$ cat src/rtl/dbg_trig_pkg.sv
package dbg_trig_pkg;

    localparam int XLEN  = 32;
    localparam int LVL_W = 4;
    localparam int IDX_W = 4;

    // special-register map; breakpoint addresses follow contiguously
    localparam int SR_BP_EN    = 0;
    localparam int SR_STEP_CNT = 1;
    localparam int SR_STEP_LVL = 2;
    localparam int SR_BP_ADDR0 = 3;

    typedef enum logic [1:0] {
        OUT_IDLE      = 2'd0,
        OUT_RETIRE    = 2'd1,
        OUT_STEP_TRAP = 2'd2,
        OUT_ADDR_TRAP = 2'd3
    } outcome_e;

endpackage

$ cat src/rtl/dbg_bp_bank.sv
module dbg_bp_bank
    import dbg_trig_pkg::*;
#(
    parameter int NUM_BP = 2,
    parameter int AW     = XLEN,
    parameter int IW     = IDX_W,
    parameter int BPID_W = (NUM_BP > 1) ? $clog2(NUM_BP) : 1
) (
    input  logic                         clk,
    input  logic                         rst_n,
    input  logic                         wr_en,
    input  logic [IW-1:0]                wr_idx,
    input  logic [AW-1:0]                wr_data,
    input  logic [AW-1:0]                pc,
    output logic [NUM_BP-1:0]            arm_q,
    output logic [NUM_BP-1:0][AW-1:0]    addr_q,
    output logic                         hit,
    output logic [BPID_W-1:0]            hit_id
);

    localparam logic [IW-1:0] EN_IDX = IW'(SR_BP_EN);

    logic [NUM_BP-1:0] match;
    logic              arm_wr;

    assign arm_wr = wr_en && (wr_idx == EN_IDX);

    always_ff @(posedge clk or negedge rst_n) begin
        if (!rst_n) begin
            arm_q <= '0;
        end else if (arm_wr) begin
            arm_q <= wr_data[NUM_BP-1:0];
        end
    end

    for (genvar g = 0; g < NUM_BP; g++) begin : g_cmp
        localparam logic [IW-1:0] MY_IDX = IW'(SR_BP_ADDR0 + g);

        always_ff @(posedge clk or negedge rst_n) begin
            if (!rst_n) begin
                addr_q[g] <= '0;
            end else if (wr_en && (wr_idx == MY_IDX)) begin
                addr_q[g] <= wr_data;
            end
        end

        assign match[g] = arm_q[g] && (addr_q[g] == pc);
    end

    // lowest index wins: scan downward so the last assignment is the smallest
    always_comb begin
        hit_id = '0;
        for (int i = NUM_BP - 1; i >= 0; i--) begin
            if (match[i]) begin
                hit_id = BPID_W'(i);
            end
        end
    end

    assign hit = |match;


    arm_mask_chk: assert property (@(posedge clk) disable iff (!rst_n)
        arm_wr |=> arm_q == $past(wr_data[NUM_BP-1:0]));


    hit_armed_chk: assert property (@(posedge clk) disable iff (!rst_n)
        hit |-> (arm_q[hit_id] && addr_q[hit_id] == pc));

endmodule

$ cat src/rtl/dbg_step_ctr.sv
module dbg_step_ctr
    import dbg_trig_pkg::*;
#(
    parameter int CW = XLEN,
    parameter int LW = LVL_W,
    parameter int IW = IDX_W
) (
    input  logic          clk,
    input  logic          rst_n,
    input  logic          wr_en,
    input  logic [IW-1:0] wr_idx,
    input  logic [CW-1:0] wr_data,
    input  logic          insn_valid,
    input  logic [LW-1:0] cur_level,
    output logic [CW-1:0] cnt_q,
    output logic [LW-1:0] lvl_q,
    output logic          wrap
);

    localparam logic [IW-1:0] CNT_IDX = IW'(SR_STEP_CNT);
    localparam logic [IW-1:0] LVL_IDX = IW'(SR_STEP_LVL);

    logic          active;
    logic          cnt_wr;
    logic          lvl_wr;
    logic [CW-1:0] cnt_inc;
    logic [CW-1:0] cnt_d;

    assign cnt_wr  = wr_en && (wr_idx == CNT_IDX);
    assign lvl_wr  = wr_en && (wr_idx == LVL_IDX);
    assign active  = insn_valid && (cur_level < lvl_q);
    assign cnt_inc = cnt_q + CW'(1);
    assign wrap    = active && (cnt_inc == '0);

    always_comb begin
        cnt_d = cnt_q;
        if (cnt_wr) begin
            cnt_d = wr_data;
        end else if (active && !wrap) begin
            cnt_d = cnt_inc;
        end
    end

    always_ff @(posedge clk or negedge rst_n) begin
        if (!rst_n) begin
            cnt_q <= '0;
            lvl_q <= '0;
        end else begin
            cnt_q <= cnt_d;
            if (lvl_wr) begin
                lvl_q <= wr_data[LW-1:0];
            end
        end
    end


    lvl_mask_chk: assert property (@(posedge clk) disable iff (!rst_n)
        lvl_wr |=> lvl_q == $past(wr_data[LW-1:0]));


    wrap_hold_chk: assert property (@(posedge clk) disable iff (!rst_n)
        (wrap && !cnt_wr) |=> $stable(cnt_q));


    sw_wins_chk: assert property (@(posedge clk) disable iff (!rst_n)
        cnt_wr |=> cnt_q == $past(wr_data));


    idle_hold_chk: assert property (@(posedge clk) disable iff (!rst_n)
        (!insn_valid && !cnt_wr) |=> $stable(cnt_q));

endmodule

$ cat src/rtl/dbg_trig_unit.sv
module dbg_trig_unit
    import dbg_trig_pkg::*;
#(
    parameter int NUM_BP = 2,
    parameter int BPID_W = (NUM_BP > 1) ? $clog2(NUM_BP) : 1
) (
    input  logic              clk,
    input  logic              rst_n,
    input  logic              sr_we,
    input  logic [IDX_W-1:0]  sr_idx,
    input  logic [XLEN-1:0]   sr_wdata,
    output logic [XLEN-1:0]   sr_rdata,
    input  logic              insn_valid,
    input  logic [XLEN-1:0]   insn_pc,
    input  logic [LVL_W-1:0]  cur_level,
    input  logic [LVL_W-1:0]  dbg_level,
    output logic              trig_step,
    output logic              trig_addr,
    output logic [BPID_W-1:0] trig_bp_id
);

    logic [NUM_BP-1:0]           arm_q;
    logic [NUM_BP-1:0][XLEN-1:0] addr_q;
    logic                        bp_hit;
    logic [BPID_W-1:0]           bp_id;
    logic [XLEN-1:0]             cnt_q;
    logic [LVL_W-1:0]            lvl_q;
    logic                        step_wrap;
    logic                        dbg_open;
    outcome_e                    outcome;

    dbg_bp_bank #(
        .NUM_BP (NUM_BP),
        .AW     (XLEN),
        .IW     (IDX_W),
        .BPID_W (BPID_W)
    ) u_bank (
        .clk     (clk),
        .rst_n   (rst_n),
        .wr_en   (sr_we),
        .wr_idx  (sr_idx),
        .wr_data (sr_wdata),
        .pc      (insn_pc),
        .arm_q   (arm_q),
        .addr_q  (addr_q),
        .hit     (bp_hit),
        .hit_id  (bp_id)
    );

    dbg_step_ctr #(
        .CW (XLEN),
        .LW (LVL_W),
        .IW (IDX_W)
    ) u_step (
        .clk        (clk),
        .rst_n      (rst_n),
        .wr_en      (sr_we),
        .wr_idx     (sr_idx),
        .wr_data    (sr_wdata),
        .insn_valid (insn_valid),
        .cur_level  (cur_level),
        .cnt_q      (cnt_q),
        .lvl_q      (lvl_q),
        .wrap       (step_wrap)
    );

    assign dbg_open = cur_level < dbg_level;

    // outcome decision: step trap is judged before the address compare
    always_comb begin
        if (!insn_valid) begin
            outcome = OUT_IDLE;
        end else if (step_wrap && dbg_open) begin
            outcome = OUT_STEP_TRAP;
        end else if (bp_hit && dbg_open) begin
            outcome = OUT_ADDR_TRAP;
        end else begin
            outcome = OUT_RETIRE;
        end
    end

    always_comb begin
        trig_step  = 1'b0;
        trig_addr  = 1'b0;
        trig_bp_id = '0;
        unique case (outcome)
            OUT_IDLE:      ;
            OUT_RETIRE:    ;
            OUT_STEP_TRAP: trig_step = 1'b1;
            OUT_ADDR_TRAP: begin
                trig_addr  = 1'b1;
                trig_bp_id = bp_id;
            end
        endcase
    end

    always_comb begin
        sr_rdata = '0;
        if (sr_idx == IDX_W'(SR_BP_EN)) begin
            sr_rdata[NUM_BP-1:0] = arm_q;
        end else if (sr_idx == IDX_W'(SR_STEP_CNT)) begin
            sr_rdata = cnt_q;
        end else if (sr_idx == IDX_W'(SR_STEP_LVL)) begin
            sr_rdata[LVL_W-1:0] = lvl_q;
        end
        for (int i = 0; i < NUM_BP; i++) begin
            if (sr_idx == IDX_W'(SR_BP_ADDR0 + i)) begin
                sr_rdata = addr_q[i];
            end
        end
    end


    one_trig_chk: assert property (@(posedge clk) disable iff (!rst_n)
        !(trig_step && trig_addr));


    strobe_chk: assert property (@(posedge clk) disable iff (!rst_n)
        (trig_step || trig_addr) |-> insn_valid);


    level_gate_chk: assert property (@(posedge clk) disable iff (!rst_n)
        (trig_step || trig_addr) |-> (cur_level < dbg_level));


    low_first_chk: assert property (@(posedge clk) disable iff (!rst_n)
        (trig_addr && arm_q[0] && addr_q[0] == insn_pc) |-> trig_bp_id == '0);

endmodule

$ cat config.mk
export PLATFORM = sky130hd
export DESIGN_NAME = dbg_trig_unit
export DESIGN_NICKNAME = d
export VERILOG_FILES = /design/src/rtl/dbg_trig_pkg.sv /design/src/rtl/dbg_bp_bank.sv /design/src/rtl/dbg_step_ctr.sv /design/src/rtl/dbg_trig_unit.sv
export SDC_FILE = /design/constraint.sdc
export NUM_CORES = 1
export LEC_CHECK = 0
export BUFFER_PORTS_ARGS = -buffer_cell sky130_fd_sc_hd__buf_2
export CORE_MARGIN = 2
export CORE_UTILIZATION = 35
export CTS_CLUSTER_DIAMETER = 60
export DETAILED_ROUTE_END_ITERATION = 16
export HOLD_SLACK_MARGIN = 0.05
export PLACE_DENSITY = 0.63
export SYNTH_ARGS = -nofsm -noshare
export SYNTH_HDL_FRONTEND = slang
export SYNTH_SLANG_ARGS = --single-unit
$ cat constraint.sdc
create_clock -name clk -period 3.2 [get_ports clk]
set_input_delay 0.64 -clock clk [delete_from_list [all_inputs] [get_ports clk]]
set_output_delay 0.64 -clock clk [all_outputs]
set_load 0.01 [all_outputs]
==> qor.txt, run 1 <==
outcome -> finished, violations left
failing checks -> negative setup slack
total CTS buffers -> 9
TritonCTS clock tree -> done
Min Clock Period, post-route -> 3.77 ns
CP Cell Sequence -> buf_4 > nand4_4 > or4_4 > nor2_1 > a31oi_1 > or3_1 > nor4_4 > buf_4 > a21o_1 > nor3b_2 > buf_2
Crit path buffers/inverters -> 3
CP peak stage delay -> 0.58 ns
clock latency on the worst-skew pair -> 0.36 ns
clock-pin slew on the worst setup and hold paths -> 0.07 ns
Static Leak -> 0.00399 uW
H-tree depth -> 3
commonest non-fill, non-tap cell in the layout -> buf_2
final WL -> 22800 microns
final global-route overflow total -> 0
drt wl/cell -> 20.4 microns
NumNets Final -> 961
DRT antenna net count -> 0
fin area -> 0.00872 sq mm
Worst Path Max Fanout -> 4
DP HPWL -> 16500 microns
Seq/Total Area, Yosys -> 38.1%
Mapped Cells -> 678
PD cells -> 580 mW/mm^2
R2R depth -> 22
core area -> 0.0188 sq mm
share of power burned in registers -> 39.1%
Startpoint Class -> flip-flop
FF+latch count, synth -> 102
fin. max-slew vios -> 0
number of flops mapped to enable cells by yosys -> 0
FF-to-FF End -> u_step.cnt_q[24]
Switching Fraction -> 36.2%
dpl cell area -> 0.00807 sq mm
post-route clock period utilization -> 118%
clk sink count -> 102
Clock Tree Root -> clkbuf_16
RSZ-0062 raised after global routing -> yes
setup tns final -> -2.92 ns
CP endpoint kind -> output pin
CP max-delay cell -> or4_4
post-synth net total -> 765
Post-Syn Area -> 0.00671 sq mm
Worst Setup Path Type -> reg2out
most frequent CP cell -> buf_4
GPL Wtd Cong -> 0.870
Starting Density -> 35.7%
worst endpoint required time -> 2.56 ns
GRT Total Usage -> 22.5%
combinational fraction of design power -> 37.4%
initial antenna violation count -> 0
Clock Tree Buf Depth -> 2
PortBufs -> 114
largest net degree at the start of global routing -> 57
Die ar. -> 0.0203 sq mm
setup ws final -> -0.568 ns
Syn-to-layout area delta -> 30.0%
Worst Hold Class -> in2async
first-pass GRT wire length -> 34700 microns
final hold vios -> 0
Ys Warns -> 0
Reg-to-Reg Start -> u_step.cnt_q[13]
Top delay family on crit path -> simple AND/OR/NAND/NOR gates
critical path data arrival time -> 3.13 ns
Synth async-reset ratio -> 100%
Post-Route Skew -> 0.00738 ns
hold slack final -> 0.306 ns
Die X -> 142 microns
Pre-antenna DRT Iters -> 6
Int Pwr -> 3230 uW
DRC violations left -> 0
fmax -> 265 MHz
worst-margin pin slew -> 0.710 ns
Yosys cell types -> 61
vias per cell -> 5.70
DR vias -> 6350
ys flop type -> dfrtp_1
synthesized area per cell -> 9.89 sq um
share of cells above drive strength 1 -> 40.4%
Post-Route Utilization -> 46.5%
Cell Rows -> 50
relative slew slack -> 52.7%
most frequent cells in the layout -> buf_2 (112), buf_4 (106), dfrtp_1 (95), mux2_2 (71), xnor2_1 (42)
clock power share -> 23.5%
FF-to-FF setup slack -> -0.26 ns
vias in the first global route -> 6135
Post-CTS Hold Fix Bufs -> 0
worst vdd ir -> 0.328 mV
die height -> 142 microns
IO Pins -> 115
maxcap violations -> 0
fill count -> 1747
1st-iter DRT viols -> 619
final setup fails -> 29
Psw -> 1830 uW
sequential cells by signal, indices dropped and copies added, names as in the netlist:
| register | cells |
|---|---|
| u_bank.addr_q | 64 |
| u_bank.arm_q | 2 |
| u_step.cnt_q | 32 |
| u_step.lvl_q | 4 |
power by group through the flow:
stage | Clock (uW) | Combinational, uW | Sequential [uW]
2_1_floorplan | 0 | 969 | 1930
3_3_place_gp | 0 | 1730 | 1980
3_5_place_dp | 0 | 1750 | 2000
4_1_cts | 1200 | 1830 | 1970
5_1_grt | 1250 | 2040 | 2020
6_report | 1190 | 1890 | 1980
layer usage:
layer | vias up | wire [microns] | GRT usage [%] | part of all wire [%]
met5 | - | 0 | 0 | 0
li1 | 2926 | - | - | -
met1 | 3115 | 9840 | 30.9 | 43
met2 | 273 | 10600 | 36.3 | 47
met3 | 36 | 1750 | 4.27 | 7.7
met4 | 0 | 562 | 6.10 | 2.5
synthesized netlist by cell type (4+ instances only):
cell type	instances	area share [%]
inv_1	37	2.1
xor2_1	38	5.0
nor3b_1	6	0.67
and3_1	7	0.65
o31ai_1	13	1.5
nor2_1	39	2.2
mux2_2	71	12
o21ai_1	12	0.90
a21oi_1	18	1.3
nand4_1	24	2.2
clkbuf_1	28	1.6
ha_1	7	1.3
xnor2_1	43	5.6
nor3_1	10	0.75
buf_1	7	0.39
buf_2	5	0.37
and2_1	4	0.37
nand3_1	13	0.97
nand2_1	36	2.0
a222oi_1	28	4.2
nor2b_1	5	0.47
o21ai_0	11	0.82
or4_1	13	1.5
dfrtp_1	102	38
a31oi_1	21	2.0
nor4_1	12	1.1
or3_1	12	1.1
worst max-delay path by stage:
stage | endpoint | startpoint | slack [ns] | cells after the start
2_1_floorplan | trig_step | u_step.cnt_q[12] | 0.03 | 9
3_3_place_gp | trig_bp_id | insn_pc[4] | -0.39 | 9
3_5_place_dp | trig_bp_id | insn_pc[4] | -0.36 | 9
4_1_cts | trig_bp_id | u_step.cnt_q[4] | -0.49 | 10
5_1_grt | trig_addr | u_step.cnt_q[13] | -0.67 | 10
6_report | trig_bp_id | u_step.cnt_q[13] | -0.57 | 11
stage by stage:
| stage | std cells | power [uW] | setup WS [ns] |
|---|---|---|---|
| after floorplan | 678 | 2900 | 0.0283 |
| after CTS | 1110 | 5000 | -0.490 |
| after global routing | 1113 | 5310 | -0.667 |
| after global placement | 1067 | 3710 | -0.386 |
| after detailed placement | 1067 | 3750 | -0.360 |
| final | 1114 | 5060 | -0.568 |
worst register-to-register path: stages, from the launching register on:
cell     delay, ns
dfrtp_2       0.39
nand4_1       0.23
nor4_4        0.43
nand3_2       0.19
buf_6         0.16
buf_6         0.10
buf_6         0.10
buf_4         0.12
buf_4         0.12
buf_4         0.12
buf_4         0.12
buf_6         0.11
buf_6         0.10
buf_4         0.13
buf_6         0.11
buf_6         0.11
buf_6         0.10
buf_6         0.10
buf_6         0.10
buf_6         0.11
nor2_4        0.09
xnor2_1       0.12
a21oi_1       0.08
what timing repair did:
item,CTS,global route
resized for setup,8,17
setup endpoints to repair,8,33
setup buffers,27,4
pin swaps,7,11
cell type report:
cell class / instances / area (sq um) / area share (%)
clock buffer: 10 / 239 / 2.74
multi-input combinational: 493 / 3900 / 44.7
antenna: 1 / 2.50 / 0.0287
clock inverter: 6 / 77.6 / 0.890
sequential: 102 / 2560 / 29.4
inverter: 37 / 139 / 1.59
tap: 234 / 293 / 3.36
timing repair buffer: 231 / 1510 / 17.3
cells by family after synthesis:
logic type / Yosys count / share of synthesized area (%)
buffers and inverters: 83 / 5.47
AOI/OAI and AO/OA: 122 / 13.2
xor gates and xnor gates: 81 / 10.6
adders and majority gates: 7 / 1.31
and+or+nand+nor: 210 / 18.8
DFF: 102 / 38.1
muxes: 73 / 12.6
Power figures use the tool's default switching activity.
==> inputs of run 2 (changes only) <==
--- a/config.mk
+++ b/config.mk
@@ -11,6 +11,7 @@
 export CTS_CLUSTER_DIAMETER = 60
 export DETAILED_ROUTE_END_ITERATION = 16
 export HOLD_SLACK_MARGIN = 0.05
+export MAX_ROUTING_LAYER = met4
 export PLACE_DENSITY = 0.63
 export SYNTH_ARGS = -nofsm -noshare
 export SYNTH_HDL_FRONTEND = slang
==> qor.txt, run 2 (synthesis gave the netlist of run 1 again) <==
outcome -> finished, violations left
failing checks -> negative setup slack
Cell Rows -> 50 (unchanged)
fin. max-slew vios -> 0 (unchanged)
most frequent cells in the layout -> buf_2 (112), buf_4 (106), dfrtp_1 (95), mux2_2 (71), xnor2_1 (42)
Clock Tree Root -> clkbuf_16
Psw -> 1830 uW (-0.43%)
R2R depth -> 22 (unchanged)
first-pass GRT wire length -> 34700 microns (about the same)
largest net degree at the start of global routing -> 57 (unchanged)
worst endpoint required time -> 2.56 ns (about the same)
Pre-antenna DRT Iters -> 6 (unchanged)
CP endpoint kind -> output pin
clock power share -> 23.4% (about the same)
final hold vios -> 0 (unchanged)
RSZ-0062 raised after global routing -> yes
Die X -> 142 microns (unchanged)
Startpoint Class -> flip-flop
GRT Total Usage -> 23.0% (+0.59 points)
Post-CTS Hold Fix Bufs -> 0 (unchanged)
GPL Wtd Cong -> 0.884 (+1.6%)
total CTS buffers -> 9 (unchanged)
worst-margin pin slew -> 0.701 ns (-0.00874 ns)
commonest non-fill, non-tap cell in the layout -> buf_2
clock latency on the worst-skew pair -> 0.36 ns (about the same)
FF-to-FF End -> u_step.cnt_q[24]
Worst Hold Class -> in2async
Total Power -> 5050 uW (-0.16%)
maxcap violations -> 0 (unchanged)
vias in the first global route -> 6130 (-0.081%)
DRC violations left -> 0 (unchanged)
critical path data arrival time -> 3.13 ns (about the same)
Worst Setup Path Type -> reg2out
Post-Place Cells -> 1067 (unchanged)
DP HPWL -> 16500 microns (unchanged)
FF-to-FF setup slack -> -0.26 ns (about the same)
Starting Density -> 35.7% (unchanged)
DRT antenna net count -> 0 (unchanged)
Reg with most FFs -> u_bank.addr_q
PortBufs -> 114 (unchanged)
Largest register FFs -> 64 (unchanged)
setup ws final -> -0.568 ns (-0.000829 ns)
final global-route overflow total -> 0 (unchanged)
post-route clock period utilization -> 118% (about the same)
share of power burned in registers -> 39.2% (about the same)
NumNets Final -> 961 (unchanged)
clk sink count -> 102 (unchanged)
worst vdd ir -> 0.328 mV (about the same)
Clock Tree Buf Depth -> 2 (unchanged)
Syn-to-layout area delta -> 30.0% (unchanged)
core area -> 0.0188 sq mm (unchanged)
clock-pin slew on the worst setup and hold paths -> 0.07 ns (about the same)
initial antenna violation count -> 0 (unchanged)
IO Pins -> 115 (unchanged)
1st-iter DRT viols -> 583 (-5.8%)
combinational fraction of design power -> 37.5% (about the same)
Switching Fraction -> 36.1% (-0.098 points)
H-tree depth -> 3 (unchanged)
vias per cell -> 5.72 (+0.30%)
Die ar. -> 0.0203 sq mm (unchanged)
Int Pwr -> 3220 uW (about the same)
drt wl/cell -> 20.3 microns (-0.48%)
Worst Path Max Fanout -> 4 (unchanged)
TritonCTS clock tree -> done
Min Clock Period, post-route -> 3.77 ns (+0.000829 ns)
biggest registers after layout -> u_bank.addr_q (64), u_step.cnt_q (32), u_step.lvl_q (4)
Post-Route Skew -> 0.00556 ns (-0.00182 ns)
share of cells above drive strength 1 -> 40.4% (unchanged)
PD cells -> 579 mW/mm^2 (-0.16%)
DR vias -> 6369 (+0.30%)
final setup fails -> 29 (unchanged)
final WL -> 22700 microns (-0.48%)
relative slew slack -> 53.2% (+0.58 points)
Reg-to-Reg Start -> u_step.cnt_q[13]
setup tns final -> -2.95 ns (-0.0320 ns)
die height -> 142 microns (unchanged)
fmax -> 265 MHz (about the same)
Final Non-Filler Cells -> 1114 (unchanged)
Static Leak -> 0.00399 uW (unchanged)
[run 2: area by class of cell]
class / instances / area, sq um
tap: 234 / 293
timing repair buffer: 231 / 1510
fill: 1747 / 10000
inverter: 37 / 139
sequential: 102 / 2560
clock inverter: 6 / 77.6
antenna: 1 / 2.50
multi-input combinational: 493 / 3900
clock buffer: 10 / 239
[run 2: critical path: stages (launching register included)]
cell and delay [ns]:
dfrtp_2 0.39, nand4_1 0.23, nor4_4 0.44, nand3_2 0.19, xnor2_2 0.17, or4_4 0.54
nor4_4 0.26, buf_4 0.18, a21o_1 0.18, a21oi_1 0.06, buf_2 0.14
[run 2: worst max path at each step]
stage	start	to	slack, ns	depth (start not counted)
floorplan	u_step.cnt_q[12]	trig_step	0.03	9
global placement	insn_pc[4]	trig_bp_id	-0.39	9
detailed placement	insn_pc[4]	trig_bp_id	-0.36	9
CTS	u_step.cnt_q[4]	trig_bp_id	-0.49	10
global route	u_step.cnt_q[13]	trig_addr	-0.66	10
finish	u_step.cnt_q[13]	trig_addr	-0.57	10
[run 2: routing by layer]
layer / share of wire (%) / track usage (%)
met3: 6.4 / 3.77
met1: 44 / 30.8
met4: 2.1 / 6.15
met2: 47 / 36.6
met5: 0 / -
[run 2: power by group through the flow]
stage / registers (uW) / clock network (uW) / logic, uW
2_1_floorplan: 1930 / 0 / 969
3_3_place_gp: 1980 / 0 / 1730
3_5_place_dp: 2000 / 0 / 1750
4_1_cts: 1970 / 1200 / 1830
5_1_grt: 2020 / 1250 / 2040
6_report: 1980 / 1180 / 1890
[run 2: metrics by stage]
step	hold slack (ns)	area (sq um)	util, %	setup WS (ns)
finish	0.299	8720	46.5	-0.568
global route	0.347	8720	46.4	-0.663
CTS	0.331	8630	46.0	-0.490
detailed placement	0.502	8070	43.0	-0.360
global placement	0.488	8070	43.0	-0.386
floorplan	0.344	6770	-	0.0283
[run 2: repair_timing]
item                                    4_1_cts  5_1_grt
endpoints found under the setup margin        8       33
setup buffers                                27        4
gates cloned                                  0        0
gates resized for setup                       8       17
pin swaps                                     7       11
==> inputs of run 3 (changes only) <==
--- a/config.mk
+++ b/config.mk
@@ -7,12 +7,12 @@
 export LEC_CHECK = 0
 export BUFFER_PORTS_ARGS = -buffer_cell sky130_fd_sc_hd__buf_2
 export CORE_MARGIN = 2
-export CORE_UTILIZATION = 35
+export CORE_UTILIZATION = 45
 export CTS_CLUSTER_DIAMETER = 60
 export DETAILED_ROUTE_END_ITERATION = 16
 export HOLD_SLACK_MARGIN = 0.05
 export MAX_ROUTING_LAYER = met4
-export PLACE_DENSITY = 0.63
+export PLACE_DENSITY = 0.76
 export SYNTH_ARGS = -nofsm -noshare
 export SYNTH_HDL_FRONTEND = slang
 export SYNTH_SLANG_ARGS = --single-unit
==> qor.txt, run 3 (synthesis gave the netlist of run 1 again) <==
Placement Setup Slack -> -0.327 ns (+0.0332 ns)
die height -> 126 microns (-11%)
clock power share -> 24.9% (+1.5 points)
Syn-to-layout area delta -> 29.2%
largest net degree at the start of global routing -> 54 (-5.3%)
NumNets Final -> 950 (-1.1%)
CP endpoint kind -> output pin
PD cells -> 599 mW/mm^2 (+3.3%)
Psw -> 1850 uW (+1.3%)
Crit path buffers/inverters -> 3 (+1)
Startpoint Class -> flip-flop
TritonCTS clock tree -> done
most frequent cells in the layout -> buf_2 (112), buf_4 (99), dfrtp_1 (94), mux2_2 (71), xnor2_1 (41)
Pre-antenna DRT Iters -> 9 (+3)
Die X -> 126 microns (-11%)
Int Pwr -> 3340 uW (+3.5%)
CP Cell Sequence -> nand4_4 > buf_4 > buf_4 > nor3_1 > xnor2_1 > nand2_1 > or4_4 > nor4_4 > a21o_1 > nor3b_1 > buf_2
Clock Tree Root -> clkbuf_16
Worst Setup Path Type -> reg2out
Static Leak -> 0.00397 uW (-0.47%)
CP peak stage delay -> 0.55 ns (about the same)
CP Depth -> 11 (+1)
worst-margin pin slew -> 0.736 ns (+0.0344 ns)
DP HPWL -> 16100 microns (-2.7%)
initial antenna violation count -> 0 (unchanged)
Largest register FFs -> 64 (unchanged)
fmax -> 261 MHz (-1.5%)
Reg-to-Reg Start -> u_step.cnt_q[7]
biggest registers after layout -> u_bank.addr_q (64), u_step.cnt_q (32), u_step.lvl_q (4)
combinational fraction of design power -> 36.3% (-1.2 points)
Clock Tree Buf Depth -> 2 (unchanged)
Total Power -> 5190 uW (+2.7%)
fin. max-slew vios -> 0 (unchanged)
Cell Rows -> 44 (-12%)
GRT Total Usage -> 28.1% (+5.1 points)
Die ar. -> 0.0159 sq mm (-22%)
setup ws final -> -0.627 ns (-0.0584 ns)
vias per cell -> 6.27 (+9.8%)
clock latency on the worst-skew pair -> 0.36 ns (about the same)
R2R depth -> 12 (-45%)
Post-Route Utilization -> 59.6% (+13 points)
relative slew slack -> 51.0% (-2.3 points)
clock-pin slew on the worst setup and hold paths -> 0.07 ns (about the same)
critical path data arrival time -> 3.19 ns (+0.06 ns)
DRT antenna net count -> 0 (unchanged)
share of power burned in registers -> 38.7% (-0.5 points)
GPL Wtd Cong -> 0.977 (+10%)
Top delay family on crit path -> simple AND/OR/NAND/NOR gates
# diodes -> 0 (-1)
fill count -> 1144 (-35%)
crit path launch -> u_step.cnt_q[7]
IO Pins -> 115 (unchanged)
drt wl/cell -> 21.7 microns (+6.9%)
Final Non-Filler Cells -> 1052 (-5.6%)
Worst Path Max Fanout -> 6 (+2)
commonest non-fill, non-tap cell in the layout -> buf_2
1st-iter DRT viols -> 942 (+62%)
share of cells above drive strength 1 -> 40.2% (-0.18 points)
final hold vios -> 0 (unchanged)
Switching Fraction -> 35.7% (-0.50 points)
DRC violations left -> 0 (unchanged)
worst endpoint required time -> 2.56 ns (about the same)
Post-Route Skew -> 0.00697 ns (+0.00141 ns)
outcome -> finished, violations left
Starting Density -> 46.1% (+10 points)
Worst Hold Class -> in2async
first-pass GRT wire length -> 34200 microns (-1.4%)
DR vias -> 6601 (+3.6%)
Post-Place Cells -> 1018 (-4.6%)
worst vdd ir -> 0.282 mV (-14%)
H-tree depth -> 3 (unchanged)
final global-route overflow total -> 0 (unchanged)
total CTS buffers -> 9 (unchanged)
clk sink count -> 102 (unchanged)
Reg with most FFs -> u_bank.addr_q
Min Clock Period, post-route -> 3.83 ns (+0.0584 ns)
failing checks -> negative setup slack
vias in the first global route -> 6389 (+4.2%)
PortBufs -> 114 (unchanged)
Post-CTS Hold Fix Bufs -> 0 (unchanged)
final WL -> 22900 microns (+0.97%)
most frequent CP cell -> buf_4
CP max-delay cell -> or4_4
post-route clock period utilization -> 120% (+1.8 points)
maxcap violations -> 0 (unchanged)
RSZ-0062 raised after global routing -> yes
hold slack final -> 0.323 ns (+0.0239 ns)
final setup fails -> 7 (-76%)
core area -> 0.0145 sq mm (-23%)
[run 3: cell types whose count changed in the layout (fill, tap and decap cells not counted), moves of 2 or more]
cell / before / now
buf_6: 12 / 4
buf_4: 106 / 99
buf_12: 1 / 3
bufinv_16: 1 / 3
clkbuf_16: 9 / 11
clkinv_4: 2 / 0
nand3_2: 4 / 2
nor3_1: 10 / 8
nor3_2: 0 / 2
[run 3: stage by stage]
step                      TNS (ns)  cell area [sq um]
after floorplan                  0               6770
after global placement      -0.689               8030
after detailed placement    -0.660               8030
after CTS                    -1.37               8510
after global routing         -3.10               8660
final                        -1.83               8660
[run 3: layout make-up]
type                       count  area [sq um]  share of cell area [%]
multi-input combinational    493          3930                    45.3
sequential                   102          2560                    29.6
timing repair buffer         220          1460                    16.8
tap                          184           230                    2.66
clock buffer                  10           229                    2.64
inverter                      37           139                    1.60
clock inverter                 6           118                    1.36
[run 3: per-layer routing]
| layer | vias to the layer above | GRT usage, % | share of wire [%] |
|---|---|---|---|
| met5 | - | - | 0 |
| met4 | 0 | 13.4 | 4.8 |
| met1 | 3194 | 36.8 | 39 |
| li1 | 2894 | - | - |
| met3 | 71 | 4.12 | 9.8 |
| met2 | 442 | 43.0 | 46 |
[run 3: final timing paths]
kind | to | slack [ns]
min | u_bank.addr_q[54] | 0.32
max | trig_bp_id | -0.63
max reg2reg | u_step.cnt_q[3] | -0.02
max in group asynchronous | u_bank.addr_q[34] | 2.18
min reg2reg | u_step.lvl_q[3] | 0.53
min in group clk | u_step.lvl_q[3] | 0.53
[run 3: power by group through the flow]
stage | clock (uW) | combinational [uW] | sequential, uW
3_5_place_dp | 0 | 1720 | 2000
6_report | 1290 | 1880 | 2010
3_3_place_gp | 0 | 1700 | 1980
5_1_grt | 1340 | 2010 | 2050
4_1_cts | 1300 | 1790 | 1980
2_1_floorplan | 0 | 969 | 1930
[run 3: repair_timing]
item | CTS | global route
cloned | 0 | 2
pin swaps | 7 | 9
gates resized for setup | 10 | 17
endpoints found under the setup margin | 7 | 33
buffers inserted | 11 | 5
